<file path="src/rtl/apbreq_pkg.sv">
package apbreq_pkg;

  localparam int unsigned DATA_W = 32;
  localparam int unsigned LANES  = DATA_W / 8;

  typedef enum logic [1:0] {
    SZ_WORD = 2'b00,
    SZ_HALF = 2'b01,
    SZ_BYTE = 2'b10,
    SZ_RSVD = 2'b11
  } size_e;

  typedef enum logic [1:0] {
    PH_IDLE   = 2'b00,
    PH_SETUP  = 2'b01,
    PH_ACCESS = 2'b10
  } phase_e;

  // Byte-lane mask for an access of the given size at the given low address.
  function automatic logic [LANES-1:0] lane_mask(input logic [1:0] size,
                                                 input logic [1:0] lo);
    logic [LANES-1:0] m;
    case (size_e'(size))
      SZ_HALF: m = lo[1] ? 4'b1100 : 4'b0011;
      SZ_BYTE: m = 4'b0001 << lo;
      default: m = 4'b1111;
    endcase
    return m;
  endfunction

  // Moves right-aligned write data onto the addressed lanes.
  function automatic logic [DATA_W-1:0] place_wdata(input logic [1:0] size,
                                                    input logic [1:0] lo,
                                                    input logic [DATA_W-1:0] d);
    logic [DATA_W-1:0] r;
    case (size_e'(size))
      SZ_HALF: r = lo[1] ? {d[15:0], 16'h0000} : {16'h0000, d[15:0]};
      SZ_BYTE: r = {24'h000000, d[7:0]} << {lo, 3'b000};
      default: r = d;
    endcase
    return r;
  endfunction

  // Pulls the addressed lanes down to bit 0 and zero-extends them.
  function automatic logic [DATA_W-1:0] pick_rdata(input logic [1:0] size,
                                                   input logic [1:0] lo,
                                                   input logic [DATA_W-1:0] d);
    logic [DATA_W-1:0] r;
    logic [DATA_W-1:0] sh;
    sh = d >> {lo, 3'b000};
    case (size_e'(size))
      SZ_HALF: r = lo[1] ? {16'h0000, d[31:16]} : {16'h0000, d[15:0]};
      SZ_BYTE: r = {24'h000000, sh[7:0]};
      default: r = d;
    endcase
    return r;
  endfunction

endpackage

</file>
<file path="src/rtl/apbreq_fsm.sv">
module apbreq_fsm
  import apbreq_pkg::*;
(
  input  logic clk,
  input  logic rst_n,
  input  logic go,
  input  logic pready,
  output logic psel,
  output logic penable,
  output logic load,
  output logic finish
);

  phase_e phase_q, phase_d;

  assign finish = (phase_q == PH_ACCESS) && pready;
  assign load   = go && ((phase_q == PH_IDLE) || finish);

  always_comb begin
    phase_d = phase_q;
    case (phase_q)
      PH_IDLE:   if (go) phase_d = PH_SETUP;
      PH_SETUP:  phase_d = PH_ACCESS;
      PH_ACCESS: if (pready) phase_d = go ? PH_SETUP : PH_IDLE;
      default:   phase_d = PH_IDLE;
    endcase
  end

  always_ff @(posedge clk or negedge rst_n) begin
    if (!rst_n) phase_q <= PH_IDLE;
    else        phase_q <= phase_d;
  end

  assign psel    = (phase_q != PH_IDLE);
  assign penable = (phase_q == PH_ACCESS);

  AST_SETUP_ONE_CYCLE: assert property (@(posedge clk) disable iff (!rst_n)
    (phase_q == PH_SETUP) |=> (phase_q == PH_ACCESS));
  AST_WAIT_HOLDS: assert property (@(posedge clk) disable iff (!rst_n)
    ((phase_q == PH_ACCESS) && !pready) |=> (phase_q == PH_ACCESS));
  AST_CHAIN_NO_IDLE: assert property (@(posedge clk) disable iff (!rst_n)
    (finish && go) |=> (phase_q == PH_SETUP));
  AST_RETIRE_IDLE: assert property (@(posedge clk) disable iff (!rst_n)
    (finish && !go) |=> (phase_q == PH_IDLE));

endmodule

</file>
<file path="src/rtl/apbreq_lane.sv">
module apbreq_lane
  import apbreq_pkg::*;
(
  input  logic              clk,
  input  logic              rst_n,
  input  logic              active,
  input  logic              write,
  input  logic [1:0]        size,
  input  logic [1:0]        lo,
  input  logic [DATA_W-1:0] wdata_raw,
  input  logic [DATA_W-1:0] rdata_bus,
  output logic [LANES-1:0]  strb,
  output logic [DATA_W-1:0] wdata_bus,
  output logic [DATA_W-1:0] rdata_out
);

  logic [LANES-1:0] mask;

  assign mask      = lane_mask(size, lo);
  assign strb      = write ? mask : '0;
  assign wdata_bus = place_wdata(size, lo, wdata_raw);
  assign rdata_out = pick_rdata(size, lo, rdata_bus);

  AST_READ_NO_STROBE: assert property (@(posedge clk) disable iff (!rst_n)
    (active && !write) |-> (strb == '0));
  AST_STROBE_WIDTH: assert property (@(posedge clk) disable iff (!rst_n)
    (active && write) |-> ($countones(strb) == 1 || $countones(strb) == 2 ||
                           $countones(strb) == 4));

endmodule

</file>
<file path="src/rtl/apb_sized_requester.sv">
module apb_sized_requester
  import apbreq_pkg::*;
#(
  parameter int unsigned ADDR_W = 32
) (
  input  logic              clk,
  input  logic              rst_n,
  input  logic              cpu_go,
  input  logic              cpu_write,
  input  logic [1:0]        cpu_size,
  input  logic [ADDR_W-1:0] cpu_addr,
  input  logic [DATA_W-1:0] cpu_wdata,
  output logic [DATA_W-1:0] cpu_rdata,
  output logic              cpu_done,
  output logic              cpu_err,
  output logic [ADDR_W-1:0] paddr,
  output logic              psel,
  output logic              penable,
  output logic              pwrite,
  output logic [DATA_W-1:0] pwdata,
  output logic [LANES-1:0]  pstrb,
  input  logic              pready,
  input  logic [DATA_W-1:0] prdata,
  input  logic              pslverr
);

  logic              load, finish;
  logic [1:0]        size_q;
  logic [DATA_W-1:0] wraw_q;
  logic [DATA_W-1:0] rshaped;

  apbreq_fsm u_fsm (
    .clk     (clk),
    .rst_n   (rst_n),
    .go      (cpu_go),
    .pready  (pready),
    .psel    (psel),
    .penable (penable),
    .load    (load),
    .finish  (finish)
  );

  // Request capture: only on entry to SETUP, so the bus holds through ACCESS.
  always_ff @(posedge clk or negedge rst_n) begin
    if (!rst_n) begin
      paddr  <= '0;
      pwrite <= 1'b0;
      size_q <= 2'b00;
      wraw_q <= '0;
    end else if (load) begin
      paddr  <= cpu_addr;
      pwrite <= cpu_write;
      size_q <= cpu_size;
      wraw_q <= cpu_wdata;
    end
  end

  apbreq_lane u_lane (
    .clk       (clk),
    .rst_n     (rst_n),
    .active    (psel),
    .write     (pwrite),
    .size      (size_q),
    .lo        (paddr[1:0]),
    .wdata_raw (wraw_q),
    .rdata_bus (prdata),
    .strb      (pstrb),
    .wdata_bus (pwdata),
    .rdata_out (rshaped)
  );

  // Completion: pulse and result capture on the edge that ends ACCESS.
  always_ff @(posedge clk or negedge rst_n) begin
    if (!rst_n) begin
      cpu_done  <= 1'b0;
      cpu_err   <= 1'b0;
      cpu_rdata <= '0;
    end else begin
      cpu_done <= finish;
      if (finish) begin
        cpu_err <= pslverr;
        if (!pwrite) cpu_rdata <= rshaped;
      end
    end
  end

  AST_ENABLE_NEEDS_SELECT: assert property (@(posedge clk) disable iff (!rst_n)
    penable |-> psel);
  AST_SETUP_BUS_STABLE: assert property (@(posedge clk) disable iff (!rst_n)
    (psel && !penable) |=> ($stable(paddr) && $stable(pwrite) &&
                            $stable(pwdata) && $stable(pstrb)));
  AST_WAIT_BUS_STABLE: assert property (@(posedge clk) disable iff (!rst_n)
    (penable && !pready) |=> (penable && $stable(paddr) && $stable(pwdata)));
  AST_DONE_SINGLE: assert property (@(posedge clk) disable iff (!rst_n)
    cpu_done |=> !cpu_done);
  AST_DONE_AFTER_READY: assert property (@(posedge clk) disable iff (!rst_n)
    (penable && pready) |=> cpu_done);

endmodule

</file>
<file path="config.mk">
export PLATFORM = sky130hd
export DESIGN_NAME = apb_sized_requester
export DESIGN_NICKNAME = d
export VERILOG_FILES = /design/src/rtl/apbreq_pkg.sv /design/src/rtl/apbreq_fsm.sv /design/src/rtl/apbreq_lane.sv /design/src/rtl/apb_sized_requester.sv
export SDC_FILE = /design/constraint.sdc
export NUM_CORES = 1
export LEC_CHECK = 0
export BUFFER_PORTS_ARGS = -buffer_cell sky130_fd_sc_hd__buf_2
export CAP_MARGIN = 20
export CORE_ASPECT_RATIO = 1.4
export CORE_MARGIN = 1.5
export CORE_UTILIZATION = 52
export DETAILED_ROUTE_END_ITERATION = 8
export GPL_TIMING_DRIVEN = 0
export PLACE_DENSITY = 0.86
export SYNTH_ARGS = -nofsm -noshare
export SYNTH_HDL_FRONTEND = slang
export SYNTH_HIERARCHICAL = 1
export SYNTH_SLANG_ARGS = --single-unit
</file>
<file path="constraint.sdc">
create_clock -name clk -period 3 [get_ports clk]
set_input_delay 0 -clock clk [delete_from_list [all_inputs] [get_ports clk]]
set_output_delay 0 -clock clk [all_outputs]
set_load 0.1 [all_outputs]
</file>
==> results of run 1 <==
==> final timing paths <==
| check | from | to | cells past startpoint |
|---|---|---|---|
| worst max-delay path | size_q[0]$_DFFE_PN0P_ | pwdata[24] | 7 |
| worst min-delay path | prdata[5] | cpu_rdata[5]$_DFFE_PN0P_ | 3 |
| worst max register to register | size_q[0]$_DFFE_PN0P_ | cpu_rdata[3]$_DFFE_PN0P_ | 7 |
| worst min register to register | paddr[28]$_DFFE_PN0P_ | paddr[28]$_DFFE_PN0P_ | 1 |
| max in group asynchronous | rst_n | wraw_q[3]$_DFFE_PN0P_ | 3 |
| min in group asynchronous | rst_n | cpu_rdata[12]$_DFFE_PN0P_ | 2 |
==> worst max-delay path, stage by stage (launching register included) <==
cell and delay (ns):
dfrtp_1 0.41, inv_1 0.08, ha_1 0.31, buf_4 0.19, clkbuf_1 0.45, a222oi_1 0.21
inv_1 0.09, buf_2 0.43
==> flip-flops by register name (all words and copies together) (netlist names) <==
register,cells
cpu_done,1
cpu_err,1
cpu_rdata,32
paddr,32
pwrite,1
size_q,2
u_fsm/phase_q,2
wraw_q,32
==> placed cells by master (no fill, tap or decap), types with 2 or more instances in the layout <==
cell,count
o21ai_1,3
buf_2,213
buf_4,4
clkbuf_16,9
a21boi_1,10
a221o_1,8
o21ai_0,2
nor2_1,9
clkinv_2,2
inv_1,12
mux2_2,70
buf_6,6
clkbuf_1,3
buf_12,3
clkinvlp_4,2
nor3b_1,2
mux2i_1,8
nand2b_1,2
ha_1,4
dfrtp_1,103
a222oi_1,8
dlygate4sd3_1,71
mux2_4,31
nor2b_1,2
and2_1,19
a22o_1,24
==> final cells by class <==
type / count / area (um^2) / area share
sequential: 103 / 2580 / 0.356
multi-input combinational: 218 / 2210 / 0.305
timing repair buffer: 280 / 1780 / 0.246
clock buffer: 9 / 225 / 0.0311
buffer: 21 / 191 / 0.0264
tap: 110 / 138 / 0.0190
clock inverter: 7 / 72.6 / 0.0100
inverter: 13 / 48.8 / 0.00674
==> routing by layer <==
metal,vias to the layer above,GRT usage
met1,2094,0.327
met5,-,0
met2,238,0.529
met4,0,0.123
li1,1878,-
met3,32,0.0492
==> kinds of logic (layout without fill, tap and decap cells) <==
logic type	Yosys count	count (layout)	share of synthesized area
adder cells (fa/ha/maj)	4	4	0.00996
AND/OR/NAND/NOR	44	44	0.0573
multiplexers	109	109	0.265
buffers and inverters	34	330	0.0478
flip-flops	103	103	0.513
AO/OA/AOI/OAI	61	61	0.107
==> per-stage QoR <==
stage           util  setup slack (ns)  hold WS [ns]  std cells
2_1_floorplan      -             0.111        -0.296        355
3_3_place_gp   0.660             0.851         0.231        673
3_5_place_dp   0.663             0.884        0.0583        674
4_1_cts        0.770             0.513        0.0124        761
5_1_grt        0.770             0.364        0.0248        761
6_report       0.770             0.493        0.0230        761
==> impl_metrics.json, run 1 <==
{
  "status": "finished, final reports clean",
  "num_rows": 42,
  "cts_resized": 0,
  "ctsHtreeMaxLevel": 3,
  "hold_class": "input pin to flop",
  "synthTopCellsByArea": "dfrtp_1 (51%), mux2_2 (16%), mux2_4 (9.3%)",
  "grt_antenna_before_repair": 0,
  "grt_max_degree": 58,
  "num_vias": 4242,
  "slew_viol_final": 0,
  "hold_violations": 0,
  "syn_nets": 463,
  "synthMostInstantiatedCell": "dfrtp_1",
  "ys_ff_latch": 103,
  "crit_arrival_ns": 2.51,
  "numCtsBuffers": 9,
  "drt-met1-wl_mm": 5.38,
  "drt_iter0_drc": 285,
  "clock_path_buffers": 2,
  "cts_tree": "done",
  "clockRootBuffer": "clkbuf_16",
  "grt.overflow.total": 0,
  "period_share": 0.836,
  "drt_wl_total_mm": 14.7,
  "diodes": 0,
  "grt_usage": 0.290,
  "dpl_cell_area_um2": 6230,
  "dr.max_layer_used": "met4",
  "worstSetupStartpointType": "flop",
  "worst_pin_slew_ns": 0.677,
  "syn_area_um2": 5030,
  "cts_setup_buffers": 0,
  "critPathMaxFanout": 10,
  "core_um2": 9410,
  "cts.clk_slew.worst_paths_ns": 0.07,
  "fmax_mhz": 399,
  "synth_edf_count": 0,
  "period_needed_ns": 2.51,
  "postRouteAntennaNets": 0,
  "die_w_um": 86.1,
  "first_global_vias": 4465,
  "finalWeightedCongestion": 0.877,
  "drc": 0,
  "cp.required_ns": 3.00,
  "ys_seq_area_frac": 0.513,
  "dp_hpwl_mm": 9.75,
  "die-area_um2": 10300,
  "yosysUniqueCellTypes": 39,
  "wl_met2_mm": 7.98,
  "cp-end-kind": "output port",
  "via_per_inst": 5.57,
  "fin_tns_setup_ns": 0,
  "synthTopCellsByCount": "dfrtp_1 (103), mux2_2 (70), mux2_4 (31)",
  "die_h_um": 119,
  "finalInstanceArea_um2": 7240,
  "yosysTopAreaCell": "dfrtp_1",
  "ios": 209,
  "synth_cells": 355,
  "area_growth_syn_to_layout_pct": 44.1,
  "clock_sinks": 103,
  "start_util": 0.534,
  "clock_latency_ns": 0.34,
  "firstDrtPassIters": 5,
  "setup_viol": 0,
  "async_flop_share": 1.00,
  "yosysWarnings": 6,
  "maxCapViolCount": 0,
  "syn_avg_cell_area_um2": 14.2,
  "synth_ff_type": "dfrtp_1",
  "rsz0062_at_grt": "no",
  "final_nets": 754,
  "skew_ns": 0.00441,
  "grt_pass1_wl_mm": 22.8,
  "wl_per_cell_um": 19.3,
  "slew_headroom": 0.546,
  "numPortBuffers": 208,
  "worst-setup-path-type": "flop to output port",
  "fill_cells": 601,
  "synth_top_area_frac": 0.513,
  "hold_buffers": 71,
  "layout-drive-gt1-share": 0.544,
  "r2r_slack_ns": 0.87,
  "dr_wl_met3_um": 954
}
Power of run 1 is left out: the tool's default activity adds up to more than one toggle a clock period on the data nets, which glitch-free logic cannot reach.
==> run 2, diff against run 1 <==
--- a/config.mk
+++ b/config.mk
@@ -9,10 +9,10 @@
 export CAP_MARGIN = 20
 export CORE_ASPECT_RATIO = 1.4
 export CORE_MARGIN = 1.5
-export CORE_UTILIZATION = 52
+export CORE_UTILIZATION = 44
 export DETAILED_ROUTE_END_ITERATION = 8
 export GPL_TIMING_DRIVEN = 0
-export PLACE_DENSITY = 0.86
+export PLACE_DENSITY = 0.77
 export SYNTH_ARGS = -nofsm -noshare
 export SYNTH_HDL_FRONTEND = slang
 export SYNTH_HIERARCHICAL = 1
==> constraint.sdc (replaced) <==
create_clock -name clk -period 2.1 [get_ports clk]
set_input_delay 0 -clock clk [delete_from_list [all_inputs] [get_ports clk]]
set_output_delay 0 -clock clk [all_outputs]
set_load 0.1 [all_outputs]
==> impl_metrics.json, run 2 (synthesis results as in run 1) <==
{
  "postRouteAntennaNets": 0,
  "layout-drive-gt1-share": 0.599,
  "crit_arrival_ns": 2.12,
  "numPortBuffers": 208,
  "fmax_mhz": 471,
  "numCtsBuffers": 9,
  "cp-end-kind": "output port",
  "min-delay-start": "prdata[1]",
  "slew_headroom": 0.556,
  "num_rows": 46,
  "first_global_vias": 4700,
  "startpoint": "size_q[1]$_DFFE_PN0P_",
  "area_growth_syn_to_layout_pct": 57.7,
  "fin_ws_ns": -0.0219,
  "drt_wl_total_mm": 15.7,
  "r2r_cells": 8,
  "finalWeightedCongestion": 0.781,
  "cts_tree": "done",
  "die-area_um2": 12100,
  "dp_slack_ns": -0.0278,
  "dpl_cell_area_um2": 6400,
  "grt_pass1_wl_mm": 24.0,
  "cts.clk_slew.worst_paths_ns": 0.08,
  "grt_max_degree": 54,
  "final_cell_mix": "buf_2 (174), dfrtp_1 (100), dlygate4sd3_1 (71), mux2_2 (70), mux2_4 (31)",
  "period_share": 1.01,
  "worst-setup-path-type": "flop to output port",
  "worstSetupStartpointType": "flop",
  "die_w_um": 93.3,
  "ctsHtreeMaxLevel": 3,
  "skew_ns": 0.00893,
  "dp.cells": 708,
  "core_um2": 11200,
  "grt_usage": 0.262,
  "wl_per_cell_um": 19.6,
  "cp.required_ns": 2.10,
  "final_nets": 761,
  "status": "complete, but fails checks",
  "critPathMaxFanout": 8,
  "failed_checks": "negative setup slack",
  "num_vias": 4244,
  "clock_path_buffers": 2,
  "rsz0062_at_grt": "yes",
  "dp_hpwl_mm": 10.3,
  "final_common_cell": "buf_2",
  "drc": 0,
  "largest_registers": "cpu_rdata x32, paddr x32, wraw_q x32",
  "instances_no_fill": 802,
  "firstDrtPassIters": 7,
  "start_util": 0.448,
  "period_needed_ns": 2.12,
  "drt_iter0_drc": 149,
  "clockRootBuffer": "clkbuf_16",
  "clock_latency_ns": 0.34,
  "finalInstanceArea_um2": 7920,
  "grt_antenna_before_repair": 0,
  "ios": 209,
  "r2r_slack_ns": 0.08,
  "min_path_cells": 3,
  "worst_pin_slew_ns": 0.666,
  "r2r-start": "size_q[0]$_DFFE_PN0P_",
  "diodes": 0,
  "die_h_um": 129,
  "maxCapViolCount": 0,
  "slew_viol_final": 0,
  "hold_violations": 0,
  "hold_class": "input pin to flop",
  "via_per_inst": 5.29,
  "grt.overflow.total": 0,
  "fin_tns_setup_ns": -0.0219,
  "setup_viol": 1,
  "clock_sinks": 103
}
==> run 2: cell count changes in the layout (fill, tap and decap cells not counted), sizes merged <==
| cell | before | now |
|---|---|---|
| bufinv | 1 | 0 |
| inv | 14 | 16 |
| clkbuf | 12 | 11 |
| clkinvlp | 2 | 1 |
| buf | 227 | 235 |
==> run 2: per-stage QoR <==
step                      hold WS (ns)  utilization
after CTS                      0.00790        0.687
final                           0.0155        0.706
after global placement           0.231        0.568
after global routing           0.00998        0.706
after detailed placement        0.0800        0.570
after floorplan                 -0.296            -
==> run 2: worst paths after layout <==
kind	to
setup / recovery	pwdata[26]
hold reg to reg	paddr[27]$_DFFE_PN0P_
min in group asynchronous	cpu_done$_DFF_PN0_
hold / removal	cpu_rdata[1]$_DFFE_PN0P_
setup reg to reg	cpu_rdata[5]$_DFFE_PN0P_
max in group asynchronous	wraw_q[12]$_DFFE_PN0P_
==> run 2: routing by layer <==
| layer | GRT usage | routed length (um) | up-vias |
|---|---|---|---|
| met4 | 0.137 | 585 | 0 |
| met5 | 0 | 0 | - |
| met1 | 0.282 | 5710 | 2123 |
| li1 | - | - | 1893 |
| met2 | 0.473 | 8520 | 182 |
| met3 | 0.0581 | 908 | 46 |
==> run 2: critical path: stages, from the launching register on <==
cell	delay, ns
dfrtp_2	0.44
ha_4	0.29
and3b_2	0.29
a222oi_1	0.42
inv_1	0.15
buf_12	0.19
==> run 2: cell type report <==
cell class,count,area (um^2)
clock buffers,9,225
repair buffers,289,2180
multi-input cells,218,2450
flip-flops and latches,103,2580
plain buffers,19,208
inverters,13,51.3
fillers,776,3300
clock inverters,7,55.1
well taps,144,180
==> run 2: repair_timing <==
item / 4_1_cts / 5_1_grt
pin swaps: 4 / 4
hold buffers: 71 / 0
gates resized for setup: 83 / 42
hold endpoints to repair: 120 / 0
endpoints found under the setup margin: 37 / 83
setup buffers: 5 / 4
Power of run 2 is left out for the same reason.
